## src/rtl/pgbus_pkg.sv

```systemverilog
package pgbus_pkg;
   typedef enum logic [1:0] {
      ST_IDLE = 2'd0,
      ST_ROM  = 2'd1,
      ST_BUS  = 2'd2,
      ST_DONE = 2'd3
   } seq_state_e;

   localparam logic [1:0] KIND_CODE = 2'd0;
   localparam logic [1:0] KIND_WR   = 2'd2;
endpackage

```

## src/rtl/pgbus_steer.sv

```systemverilog
module pgbus_steer #(
   parameter int ADDR_W    = 16,
   parameter int ROM_BYTES = 16384
) (
   input  logic              clk,
   input  logic              rst_n,
   input  logic              strap,
   input  logic              is_code,
   input  logic [ADDR_W-1:0] addr,
   output logic              ea_lat,
   output logic              on_chip
);
   localparam logic [ADDR_W:0] ROM_LIMIT = (ADDR_W+1)'(ROM_BYTES);

   always_ff @(posedge clk) begin
      if (!rst_n) ea_lat <= strap;
   end

   assign on_chip = ea_lat && is_code && ({1'b0, addr} < ROM_LIMIT);
endmodule

```

## src/rtl/pgbus_page_track.sv

```systemverilog
module pgbus_page_track #(
   parameter int PAGE_W = 8
) (
   input  logic              clk,
   input  logic              rst_n,
   input  logic              page_mode,
   input  logic              load,
   input  logic              load_pm,
   input  logic [PAGE_W-1:0] load_page,
   input  logic [PAGE_W-1:0] req_page,
   output logic              hit
);
   logic [PAGE_W-1:0] ref_q;
   logic              ref_vld;

   always_ff @(posedge clk or negedge rst_n) begin
      if (!rst_n) begin
         ref_q   <= '0;
         ref_vld <= 1'b0;
      end else if (!page_mode) begin
         ref_vld <= 1'b0;
      end else if (load) begin
         ref_q   <= load_page;
         ref_vld <= load_pm;
      end
   end

   assign hit = page_mode && ref_vld && (req_page == ref_q);
endmodule

```

## src/rtl/pgbus_seq.sv

```systemverilog
module pgbus_seq
   import pgbus_pkg::*;
#(
   parameter int ADDR_W = 16,
   parameter int DATA_W = 8,
   parameter int WAIT_W = 2
) (
   input  logic              clk,
   input  logic              rst_n,
   input  logic              req_valid,
   input  logic [1:0]        req_kind,
   input  logic [ADDR_W-1:0] req_addr,
   input  logic [DATA_W-1:0] req_wdata,
   input  logic [WAIT_W-1:0] wait_cfg,
   input  logic              page_mode,
   input  logic              on_chip,
   input  logic              page_hit,
   input  logic [DATA_W-1:0] rom_rdata,
   input  logic [DATA_W-1:0] lo_in,
   input  logic [DATA_W-1:0] hi_in,
   output logic              ph_bus,
   output logic              ph_ale,
   output logic              ph_strobe,
   output logic              rom_en,
   output logic              ready,
   output logic [1:0]        kind_q,
   output logic [ADDR_W-1:0] addr_q,
   output logic [DATA_W-1:0] wdata_q,
   output logic              pm_q,
   output logic [DATA_W-1:0] rdata_q
);
   localparam int CNT_W = $clog2(4 + (1 << WAIT_W));
   localparam logic [CNT_W-1:0] STROBE_FIRST = CNT_W'(2);
   localparam logic [CNT_W-1:0] BASE_LAST    = CNT_W'(3);

   seq_state_e        st;
   logic [CNT_W-1:0]  cnt;
   logic [WAIT_W-1:0] wst_q;
   logic [CNT_W-1:0]  last_cnt;

   assign last_cnt = BASE_LAST + CNT_W'(wst_q);

   always_ff @(posedge clk or negedge rst_n) begin
      if (!rst_n) begin
         st      <= ST_IDLE;
         cnt     <= '0;
         wst_q   <= '0;
         kind_q  <= '0;
         addr_q  <= '0;
         wdata_q <= '0;
         pm_q    <= 1'b0;
         rdata_q <= '0;
      end else begin
         unique case (st)
            ST_IDLE: if (req_valid) begin
               kind_q  <= req_kind;
               addr_q  <= req_addr;
               wdata_q <= req_wdata;
               wst_q   <= wait_cfg;
               pm_q    <= page_mode;
               if (req_kind == KIND_CODE && on_chip) begin
                  st <= ST_ROM;
               end else begin
                  st  <= ST_BUS;
                  cnt <= (req_kind == KIND_CODE && page_hit) ? STROBE_FIRST : '0;
               end
            end
            ST_ROM: begin
               rdata_q <= rom_rdata;
               st      <= ST_DONE;
            end
            ST_BUS: begin
               if (cnt == last_cnt) begin
                  if (kind_q != KIND_WR) rdata_q <= pm_q ? hi_in : lo_in;
                  st <= ST_DONE;
               end else begin
                  cnt <= cnt + CNT_W'(1);
               end
            end
            ST_DONE: st <= ST_IDLE;
            default: st <= ST_IDLE;
         endcase
      end
   end

   assign ph_bus    = (st == ST_BUS);
   assign ph_ale    = ph_bus && (cnt == '0);
   assign ph_strobe = ph_bus && (cnt >= STROBE_FIRST);
   assign rom_en    = (st == ST_ROM);
   assign ready     = (st == ST_DONE);
endmodule

```

## src/rtl/pgbus_pins.sv

```systemverilog
module pgbus_pins
   import pgbus_pkg::*;
#(
   parameter int ADDR_W = 16,
   parameter int DATA_W = 8
) (
   input  logic              ph_bus,
   input  logic              ph_ale,
   input  logic              ph_strobe,
   input  logic [1:0]        kind_q,
   input  logic [ADDR_W-1:0] addr_q,
   input  logic [DATA_W-1:0] wdata_q,
   input  logic              pm_q,
   output logic [DATA_W-1:0] lo_out,
   output logic              lo_oe,
   output logic [DATA_W-1:0] hi_out,
   output logic              hi_oe,
   output logic              ale,
   output logic              psen_n,
   output logic              rd_n,
   output logic              wr_n
);
   logic is_code, is_wr, data_drive;

   assign is_code    = (kind_q == KIND_CODE);
   assign is_wr      = (kind_q == KIND_WR);
   assign data_drive = !ph_strobe || is_wr;

   assign ale    = ph_ale;
   assign psen_n = !(ph_strobe && is_code);
   assign wr_n   = !(ph_strobe && is_wr);
   assign rd_n   = !(ph_strobe && !is_code && !is_wr);

   always_comb begin
      if (pm_q) begin
         lo_oe  = ph_bus;
         lo_out = addr_q[DATA_W-1:0];
         hi_oe  = ph_bus && data_drive;
         hi_out = ph_strobe ? wdata_q : addr_q[ADDR_W-1:DATA_W];
      end else begin
         lo_oe  = ph_bus && data_drive;
         lo_out = ph_strobe ? wdata_q : addr_q[DATA_W-1:0];
         hi_oe  = ph_bus;
         hi_out = addr_q[ADDR_W-1:DATA_W];
      end
   end
endmodule

```

## src/rtl/pgbus_ctrl.sv

```systemverilog
module pgbus_ctrl #(
   parameter int ADDR_W    = 16,
   parameter int DATA_W    = 8,
   parameter int WAIT_W    = 2,
   parameter int ROM_BYTES = 16384
) (
   input  logic              clk,
   input  logic              rst_n,
   input  logic              ext_access_strap,
   input  logic              page_mode,
   input  logic [WAIT_W-1:0] wait_cfg,
   input  logic              req_valid,
   input  logic [1:0]        req_kind,
   input  logic [ADDR_W-1:0] req_addr,
   input  logic [DATA_W-1:0] req_wdata,
   output logic              rsp_ready,
   output logic [DATA_W-1:0] rsp_rdata,
   output logic              rom_en,
   output logic [ADDR_W-1:0] rom_addr,
   input  logic [DATA_W-1:0] rom_rdata,
   output logic [DATA_W-1:0] lo_out,
   output logic              lo_oe,
   input  logic [DATA_W-1:0] lo_in,
   output logic [DATA_W-1:0] hi_out,
   output logic              hi_oe,
   input  logic [DATA_W-1:0] hi_in,
   output logic              ale,
   output logic              psen_n,
   output logic              rd_n,
   output logic              wr_n
);
   localparam int PAGE_W = ADDR_W - DATA_W;

   generate
      if (PAGE_W != DATA_W) begin : g_bad_split
         $error("pgbus_ctrl: ADDR_W must be twice DATA_W");
      end
      if (ROM_BYTES < 0 || ROM_BYTES > (1 << ADDR_W)) begin : g_bad_rom
         $error("pgbus_ctrl: ROM_BYTES outside the code space");
      end
      if (WAIT_W < 1 || WAIT_W > 3) begin : g_bad_wait
         $error("pgbus_ctrl: WAIT_W out of range");
      end
   endgenerate

   logic              ea_lat, on_chip, page_hit;
   logic              ph_bus, ph_ale, ph_strobe, pm_q;
   logic [1:0]        kind_q;
   logic [ADDR_W-1:0] addr_q;
   logic [DATA_W-1:0] wdata_q;

   pgbus_steer #(.ADDR_W(ADDR_W), .ROM_BYTES(ROM_BYTES)) steer_i (
      .clk(clk), .rst_n(rst_n), .strap(ext_access_strap),
      .is_code(req_kind == pgbus_pkg::KIND_CODE), .addr(req_addr),
      .ea_lat(ea_lat), .on_chip(on_chip)
   );

   pgbus_page_track #(.PAGE_W(PAGE_W)) page_i (
      .clk(clk), .rst_n(rst_n), .page_mode(page_mode),
      .load(ph_ale), .load_pm(pm_q), .load_page(addr_q[ADDR_W-1:DATA_W]),
      .req_page(req_addr[ADDR_W-1:DATA_W]), .hit(page_hit)
   );

   pgbus_seq #(.ADDR_W(ADDR_W), .DATA_W(DATA_W), .WAIT_W(WAIT_W)) seq_i (
      .clk(clk), .rst_n(rst_n), .req_valid(req_valid), .req_kind(req_kind),
      .req_addr(req_addr), .req_wdata(req_wdata), .wait_cfg(wait_cfg),
      .page_mode(page_mode), .on_chip(on_chip), .page_hit(page_hit),
      .rom_rdata(rom_rdata), .lo_in(lo_in), .hi_in(hi_in),
      .ph_bus(ph_bus), .ph_ale(ph_ale), .ph_strobe(ph_strobe),
      .rom_en(rom_en), .ready(rsp_ready), .kind_q(kind_q), .addr_q(addr_q),
      .wdata_q(wdata_q), .pm_q(pm_q), .rdata_q(rsp_rdata)
   );

   pgbus_pins #(.ADDR_W(ADDR_W), .DATA_W(DATA_W)) pins_i (
      .ph_bus(ph_bus), .ph_ale(ph_ale), .ph_strobe(ph_strobe),
      .kind_q(kind_q), .addr_q(addr_q), .wdata_q(wdata_q), .pm_q(pm_q),
      .lo_out(lo_out), .lo_oe(lo_oe), .hi_out(hi_out), .hi_oe(hi_oe),
      .ale(ale), .psen_n(psen_n), .rd_n(rd_n), .wr_n(wr_n)
   );

   assign rom_addr = addr_q;
endmodule

```

## config.mk

```make
export PLATFORM = sky130hd
export DESIGN_NAME = pgbus_ctrl
export DESIGN_NICKNAME = d
export VERILOG_FILES = /design/src/rtl/pgbus_pkg.sv /design/src/rtl/pgbus_steer.sv /design/src/rtl/pgbus_page_track.sv /design/src/rtl/pgbus_seq.sv /design/src/rtl/pgbus_pins.sv /design/src/rtl/pgbus_ctrl.sv
export SDC_FILE = /design/constraint.sdc
export NUM_CORES = 1
export LEC_CHECK = 0
export BUFFER_PORTS_ARGS = -buffer_cell sky130_fd_sc_hd__buf_2
export CORE_ASPECT_RATIO = 1.1
export CORE_UTILIZATION = 53
export DETAILED_ROUTE_END_ITERATION = 7
export GPL_TIMING_DRIVEN = 1
export PLACE_DENSITY = 0.94
export SYNTH_ARGS = -nofsm -noshare
export SYNTH_HDL_FRONTEND = slang
export SYNTH_HIERARCHICAL = 1
export SYNTH_SLANG_ARGS = --single-unit
export TNS_END_PERCENT = 10
```

## constraint.sdc

```tcl
create_clock -name clk -period 5.5 [get_ports clk]
set_input_delay 0.55 -clock clk [delete_from_list [all_inputs] [get_ports clk]]
set_output_delay 0.55 -clock clk [all_outputs]
set_load 0.01 [all_outputs]
```

==> results of run 1 <==
## state kept, by name (all words and copies together), names as in the netlist
name and count:
seq_i/kind_q 2, seq_i/rdata_q 8, page_i/ref_vld 1, seq_i/cnt 3, seq_i/wdata_q 8, seq_i/st 2
seq_i/wst_q 2, seq_i/addr_q 16, page_i/ref_q 8, steer_i/ea_lat 1, seq_i/pm_q 1
## metal layers
metal,up-vias,share of wire [%],track usage [%]
met5,-,0,0
met4,0,1.6,8.00
met3,8,7.0,6.93
met2,75,54,43.4
met1,1012,37,26.0
li1,989,-,-
## worst paths after layout
check                                  from                to  cells past startpoint
setup reg to reg                seq_i/st[0]      seq_i/cnt[2]                      6
hold / removal                        rst_n  seq_i/rdata_q[4]                      2
hold reg to reg              seq_i/wst_q[1]    seq_i/wst_q[1]                      1
max in group asynchronous             rst_n    seq_i/wst_q[0]                      2
setup / recovery                seq_i/st[0]         lo_out[5]                      7
min in group clk           ext_access_strap    steer_i/ea_lat                      1
## cell usage after synthesis
| master | number | area [um2] |
|---|---|---|
| mux2i_1 | 11 | 110 |
| nand2_1 | 6 | 22.5 |
| nor3_1 | 2 | 10.0 |
| buf_12 | 1 | 20.0 |
| o211ai_1 | 1 | 7.51 |
| o22ai_1 | 2 | 12.5 |
| or3_1 | 2 | 12.5 |
| a2bb2oi_1 | 1 | 8.76 |
| o31a_1 | 1 | 8.76 |
| ha_1 | 9 | 113 |
| nor3_2 | 1 | 10.0 |
| a2111oi_2 | 1 | 15.0 |
| clkbuf_1 | 3 | 11.3 |
| o32a_1 | 1 | 10.0 |
| mux2_2 | 54 | 608 |
| nor2_1 | 12 | 45.0 |
| or4_1 | 1 | 7.51 |
| or3_2 | 1 | 7.51 |
| buf_2 | 1 | 5.00 |
| nand3b_1 | 1 | 7.51 |
| nand2_4 | 1 | 11.3 |
| a21oi_1 | 10 | 50.1 |
| o21ai_0 | 1 | 5.00 |
| buf_4 | 1 | 7.51 |
| buf_1 | 2 | 7.51 |
| nand2_2 | 1 | 6.26 |
| o21a_1 | 1 | 7.51 |
| and4bb_2 | 1 | 12.5 |
| dfrtp_1 | 51 | 1280 |
| inv_1 | 12 | 45.0 |
| nor2b_1 | 2 | 12.5 |
| nor2b_4 | 1 | 13.8 |
| nor3b_1 | 1 | 7.51 |
| o21ai_2 | 1 | 8.76 |
| nand4_1 | 1 | 6.26 |
| edfxtp_1 | 1 | 30.0 |
| nand3_1 | 3 | 15.0 |
| mux2_4 | 8 | 120 |
| xnor2_1 | 11 | 96.3 |
## where the power goes
part           internal (W)  total [W]  switching, W  leakage [nW]
clock              0.000102   0.000225      0.000123        0.0434
combinational      0.000584    0.00110      0.000518         0.998
sequential         0.000576   0.000754      0.000177         0.617
total               0.00126    0.00208      0.000818          1.66
## cells by family (layout without fill, tap and decap cells)
group | count (synthesis) | count (layout)
AND/OR/NAND/NOR | 37 | 37
XOR/XNOR | 11 | 11
adder cells (fa/ha/maj) | 9 | 9
buffers and inverters | 20 | 126
AO/OA/AOI/OAI | 20 | 20
flip-flops | 52 | 52
multiplexers | 73 | 73
## worst max-delay path, cell delays in order, from the launching register on
cell     delay (ns)
dfrtp_1        0.41
inv_1          0.13
ha_1           0.68
inv_1          0.26
nor2_1         0.38
nor2b_4        0.44
mux2_4         0.34
buf_2          0.14
## metrics by stage
stage / util [%] / std cells / hold slack (ns) / power, W / cell area, um2
6_report: 68.5 / 386 / 0.341 / 0.00208 / 3450
5_1_grt: 68.5 / 386 / 0.396 / 0.00223 / 3450
4_1_cts: 68.5 / 386 / 0.365 / 0.00210 / 3450
3_5_place_dp: 66.5 / 378 / 0.493 / 0.00186 / 3350
3_3_place_gp: 66.5 / 378 / 0.484 / 0.00180 / 3350
2_1_floorplan: - / 222 / 0.254 / 0.00151 / 2790
## cells in the final DEF, fill, tap and decap left out, types with 8 or more instances in the layout
master and count:
dfrtp_1 51, inv_1 12, a21oi_1 10, nor2_1 12, mux2_4 8, ha_1 9
mux2_2 54, xnor2_1 11, mux2i_1 11, buf_2 104
## final cells by class
cell class              instances  share of cell area, %
clock inverters                 2                  0.436
clock buffers                   6                   2.40
flip-flops and latches         52                   37.9
inverters                      12                   1.31
well taps                      58                   2.11
multi-input cells             150                   40.3
repair buffers                106                   15.5
==> impl_metrics.json, run 1 <==
{
  "dr.first_iter.drc_count": 102,
  "yosys.area_share.simple_pct": 7.44,
  "finalWirelength_um": 6190,
  "p_leak_nw": 1.66,
  "port_buffers": 104,
  "fillers": 357,
  "synth_nets": 288,
  "synthAdderAreaFrac_pct": 4.03,
  "drc": 7,
  "insertion_delay_ns": 0.31,
  "cts_setup_buffers": 0,
  "antenna_found_initial": 0,
  "globalplace.congestion": 0.876,
  "antenna_cells": 0,
  "syn_to_final_growth_pct": 23.4,
  "die_w_um": 71.2,
  "r2r_slack_ns": 3.07,
  "rows": 27,
  "final_max_slew_viol_count": 0,
  "ant_nets": 0,
  "start_util_pct": 55.5,
  "synth.distinct_cells": 39,
  "hpwl_um": 4670,
  "grt_start_max_net_pins": 53,
  "violations": "design-rule violations",
  "power.density_nw_per_um2": 604,
  "grt_pass1_wl_um": 10100,
  "hold_viol": 0,
  "arrival_ns": 3.08,
  "end_kind": "primary output",
  "grt_overflow": 0,
  "ys_seq_elements": 52,
  "yosysWarnings": 6,
  "grt_pass1_vias": 2165,
  "synth_top_family_by_area": "multiplexers",
  "outcome": "finished with violations",
  "place_ws_ns": 2.24,
  "fin_crit_sh_pct": 66.1,
  "seq_area_um2": 1310,
  "critPathLaunchType": "flop",
  "wl_per_cell_um": 16.0,
  "worstSetupPathType": "reg2out",
  "multi_input_area_um2": 1390,
  "max-vdd-ir-drop_v": 0.000361,
  "via_per_inst": 5.40,
  "hold_path_class": "in2async",
  "synth-xor-area-share_pct": 3.45,
  "track_usage_pct": 23.8,
  "drv_cap": 0,
  "setup_violations": 0,
  "relSlewSlack_pct": 48.7,
  "dr.pass1.iters": 6,
  "drive_above_1_share_pct": 56.1,
  "ios": 105,
  "worst_slack_ns": 1.87,
  "fmaxAchievable_mhz": 275,
  "cts_resized": 0,
  "numCtsBuffers": 5,
  "clk_pin_slew_worst_paths_ns": 0.09,
  "core_um2": 5030,
  "cp_max_fo": 24,
  "clock-sinks": 52,
  "synth_compound_area_share_pct": 4.80,
  "die_area_um2": 5560,
  "vias": 2084,
  "finalSetupTns_ns": 0,
  "worstPathRequired_ns": 4.95,
  "cts_tree": "done",
  "grt_setup_unrepaired": "no",
  "syn_inst": 222,
  "cts_hold_buf": 0,
  "clock_skew_ns": 0.00845,
  "nets": 393,
  "synthMuxAreaShare_pct": 30.0,
  "worstMarginPinSlew_ns": 0.769,
  "syn_area_um2": 2790,
  "htree_levels": 2,
  "fp.dieH_um": 78.1,
  "syn_area_per_cell_um2": 12.6,
  "root_buffer": "clkbuf_8",
  "yosysSeqAreaShare_pct": 46.8,
  "clockBufferDepth": 2,
  "fin_crit_ns": 3.63
}
Note: power is estimated with default switching activity, not from simulation.
==> inputs of run 2 (changes only) <==
- CORE_UTILIZATION: 53 -> 44
- PLACE_DENSITY: 0.94 -> 0.85
- clock period: 5.5 -> 3.3 ns (I/O delays scaled with it)
==> run 2 against run 1 <==
The run now ends clean. Utilization is 12 points lower. Critical path depth stayed put. Die area up 20%. Sequential share of layout area down 0.35 points. Non-clock buffer count up 1. Register-to-register slack worse by 1.8 ns. Sequential cell count is the same. Wire length decreased by 2.6%. Worst hold slack lost 0.33 ns. Sequential power is 66% higher. Cell count rose by 6.0%. Critical endpoint is now lo_out[1]. Highest routed layer unchanged.
==> impl_metrics.json, run 2 (synthesis gave the netlist of run 1 again) <==
{
  "outcome": "finished, final reports clean",
  "finalWirelength_um": 6030,
  "largest_reg_flops": 16,
  "layoutNonFillerInstCount": 409,
  "mostFrequentLayoutCell": "buf_2",
  "max-vdd-ir-drop_v": 0.000617,
  "cts_tree": "done",
  "crit_start": "seq_i/st[0]",
  "fin_crit_ns": 2.71,
  "largest-register": "seq_i/addr_q",
  "cts_setup_buffers": 0,
  "fp.dieH_um": 85.5,
  "numCtsBuffers": 5,
  "fmaxAchievable_mhz": 369,
  "cts_hold_buf": 0,
  "arrival_ns": 2.38,
  "vias": 2072,
  "power.density_nw_per_um2": 989,
  "grt_overflow": 0,
  "clockBufferDepth": 2,
  "die_w_um": 77.9,
  "start_util_pct": 45.3,
  "clock-sinks": 52,
  "worstPathRequired_ns": 2.97,
  "root_buffer": "clkbuf_8",
  "multi_input_area_um2": 1390,
  "globalplace.congestion": 0.837,
  "grt_pass1_vias": 2046,
  "port_buffers": 104,
  "rows": 30,
  "syn_to_final_growth_pct": 24.6,
  "ant_nets": 0,
  "antenna_found_initial": 0,
  "grt_start_max_net_pins": 31,
  "core_um2": 6160,
  "clk_pin_slew_worst_paths_ns": 0.10,
  "drc": 0,
  "hold_viol": 0,
  "cp_max_fo": 8,
  "end_kind": "primary output",
  "worstMarginPinSlew_ns": 0.663,
  "wl_per_cell_um": 14.7,
  "fillers": 547,
  "drv_cap": 0,
  "relSlewSlack_pct": 55.8,
  "setup_violations": 0,
  "dr.pass1.iters": 4,
  "drive_above_1_share_pct": 56.2,
  "htree_levels": 2,
  "cts_resized": 0,
  "dpl.cell_count": 401,
  "ios": 105,
  "clock_skew_ns": 0.00741,
  "seq_area_um2": 1310,
  "fin_crit_sh_pct": 82.2,
  "critPathLaunchType": "flop",
  "worstSetupPathType": "reg2out",
  "most-common-layout-cells": "104 x buf_2, 54 x mux2_2, 51 x dfrtp_1, 12 x nor2_1, 12 x inv_1",
  "fin_util_pct": 56.5,
  "r2r_start": "seq_i/wst_q[0]",
  "nets": 394,
  "finalSetupTns_ns": 0,
  "dr.first_iter.drc_count": 112,
  "hold_path_class": "in2async",
  "insertion_delay_ns": 0.31,
  "antenna_cells": 0,
  "via_per_inst": 5.07,
  "hpwl_um": 4580,
  "grt_setup_unrepaired": "no",
  "die_area_um2": 6670,
  "grt_pass1_wl_um": 9750,
  "p_leak_nw": 1.67,
  "final_max_slew_viol_count": 0,
  "track_usage_pct": 18.9
}
## run 2: cell count changes in the layout (fill, tap and decap cells not counted)
| cell | previous run | this run |
|---|---|---|
| clkinv_4 | 0 | 2 |
| clkinvlp_4 | 2 | 0 |
| buf_4 | 2 | 3 |
| clkbuf_8 | 6 | 5 |
| inv_6 | 0 | 1 |
## run 2: critical path: stages, from the launching register on
cell     delay [ns]
dfrtp_1        0.41
inv_1          0.14
ha_1           0.19
inv_1          0.11
nor2_1         0.31
nor2b_4        0.44
mux2_4         0.34
buf_2          0.14
## run 2: cell type report
cell class	count	area share [%]
flip-flops and latches	52	37.6
clock inverters	3	0.755
repair buffers	107	15.6
clock buffers	5	1.98
inverters	12	1.29
multi-input cells	150	39.9
well taps	80	2.88
## run 2: worst paths after layout
check	endpoint	slack (ns)	depth (start not counted)
max	lo_out[1]	0.59	7
min	seq_i/wdata_q[3]	0.01	1
max reg2reg	seq_i/rdata_q[2]	1.30	6
min reg2reg	seq_i/rdata_q[1]	0.51	1
max in group asynchronous	seq_i/rdata_q[2]	2.53	2
min in group clk	steer_i/ea_lat	0.21	1
## run 2: layer usage
layer / vias up / global-route usage [%] / wire length (um)
met4: 0 / 5.72 / 92
met1: 990 / 22.8 / 2510
met2: 76 / 33.8 / 3070
li1: 996 / - / -
met5: - / 0 / 0
met3: 10 / 4.15 / 352
## run 2: stage by stage
| stage | hold slack [ns] | area [um2] | setup slack (ns) | total power (W) |
|---|---|---|---|---|
| 2_1_floorplan | 0.0344 | 2790 | 1.24 | 0.00252 |
| 3_3_place_gp | 0.367 | 3380 | 1.03 | 0.00301 |
| 3_5_place_dp | 0.366 | 3380 | 0.929 | 0.00309 |
| 4_1_cts | 0.0197 | 3480 | 0.555 | 0.00348 |
| 5_1_grt | 0.0566 | 3480 | 0.418 | 0.00370 |
| 6_report | 0.00966 | 3480 | 0.586 | 0.00344 |
## run 2: report_power, final
group / switching, W / internal (W)
Sequential: 0.000287 / 0.000960
Clock: 0.000223 / 0.000155
Combinational: 0.000841 / 0.000975
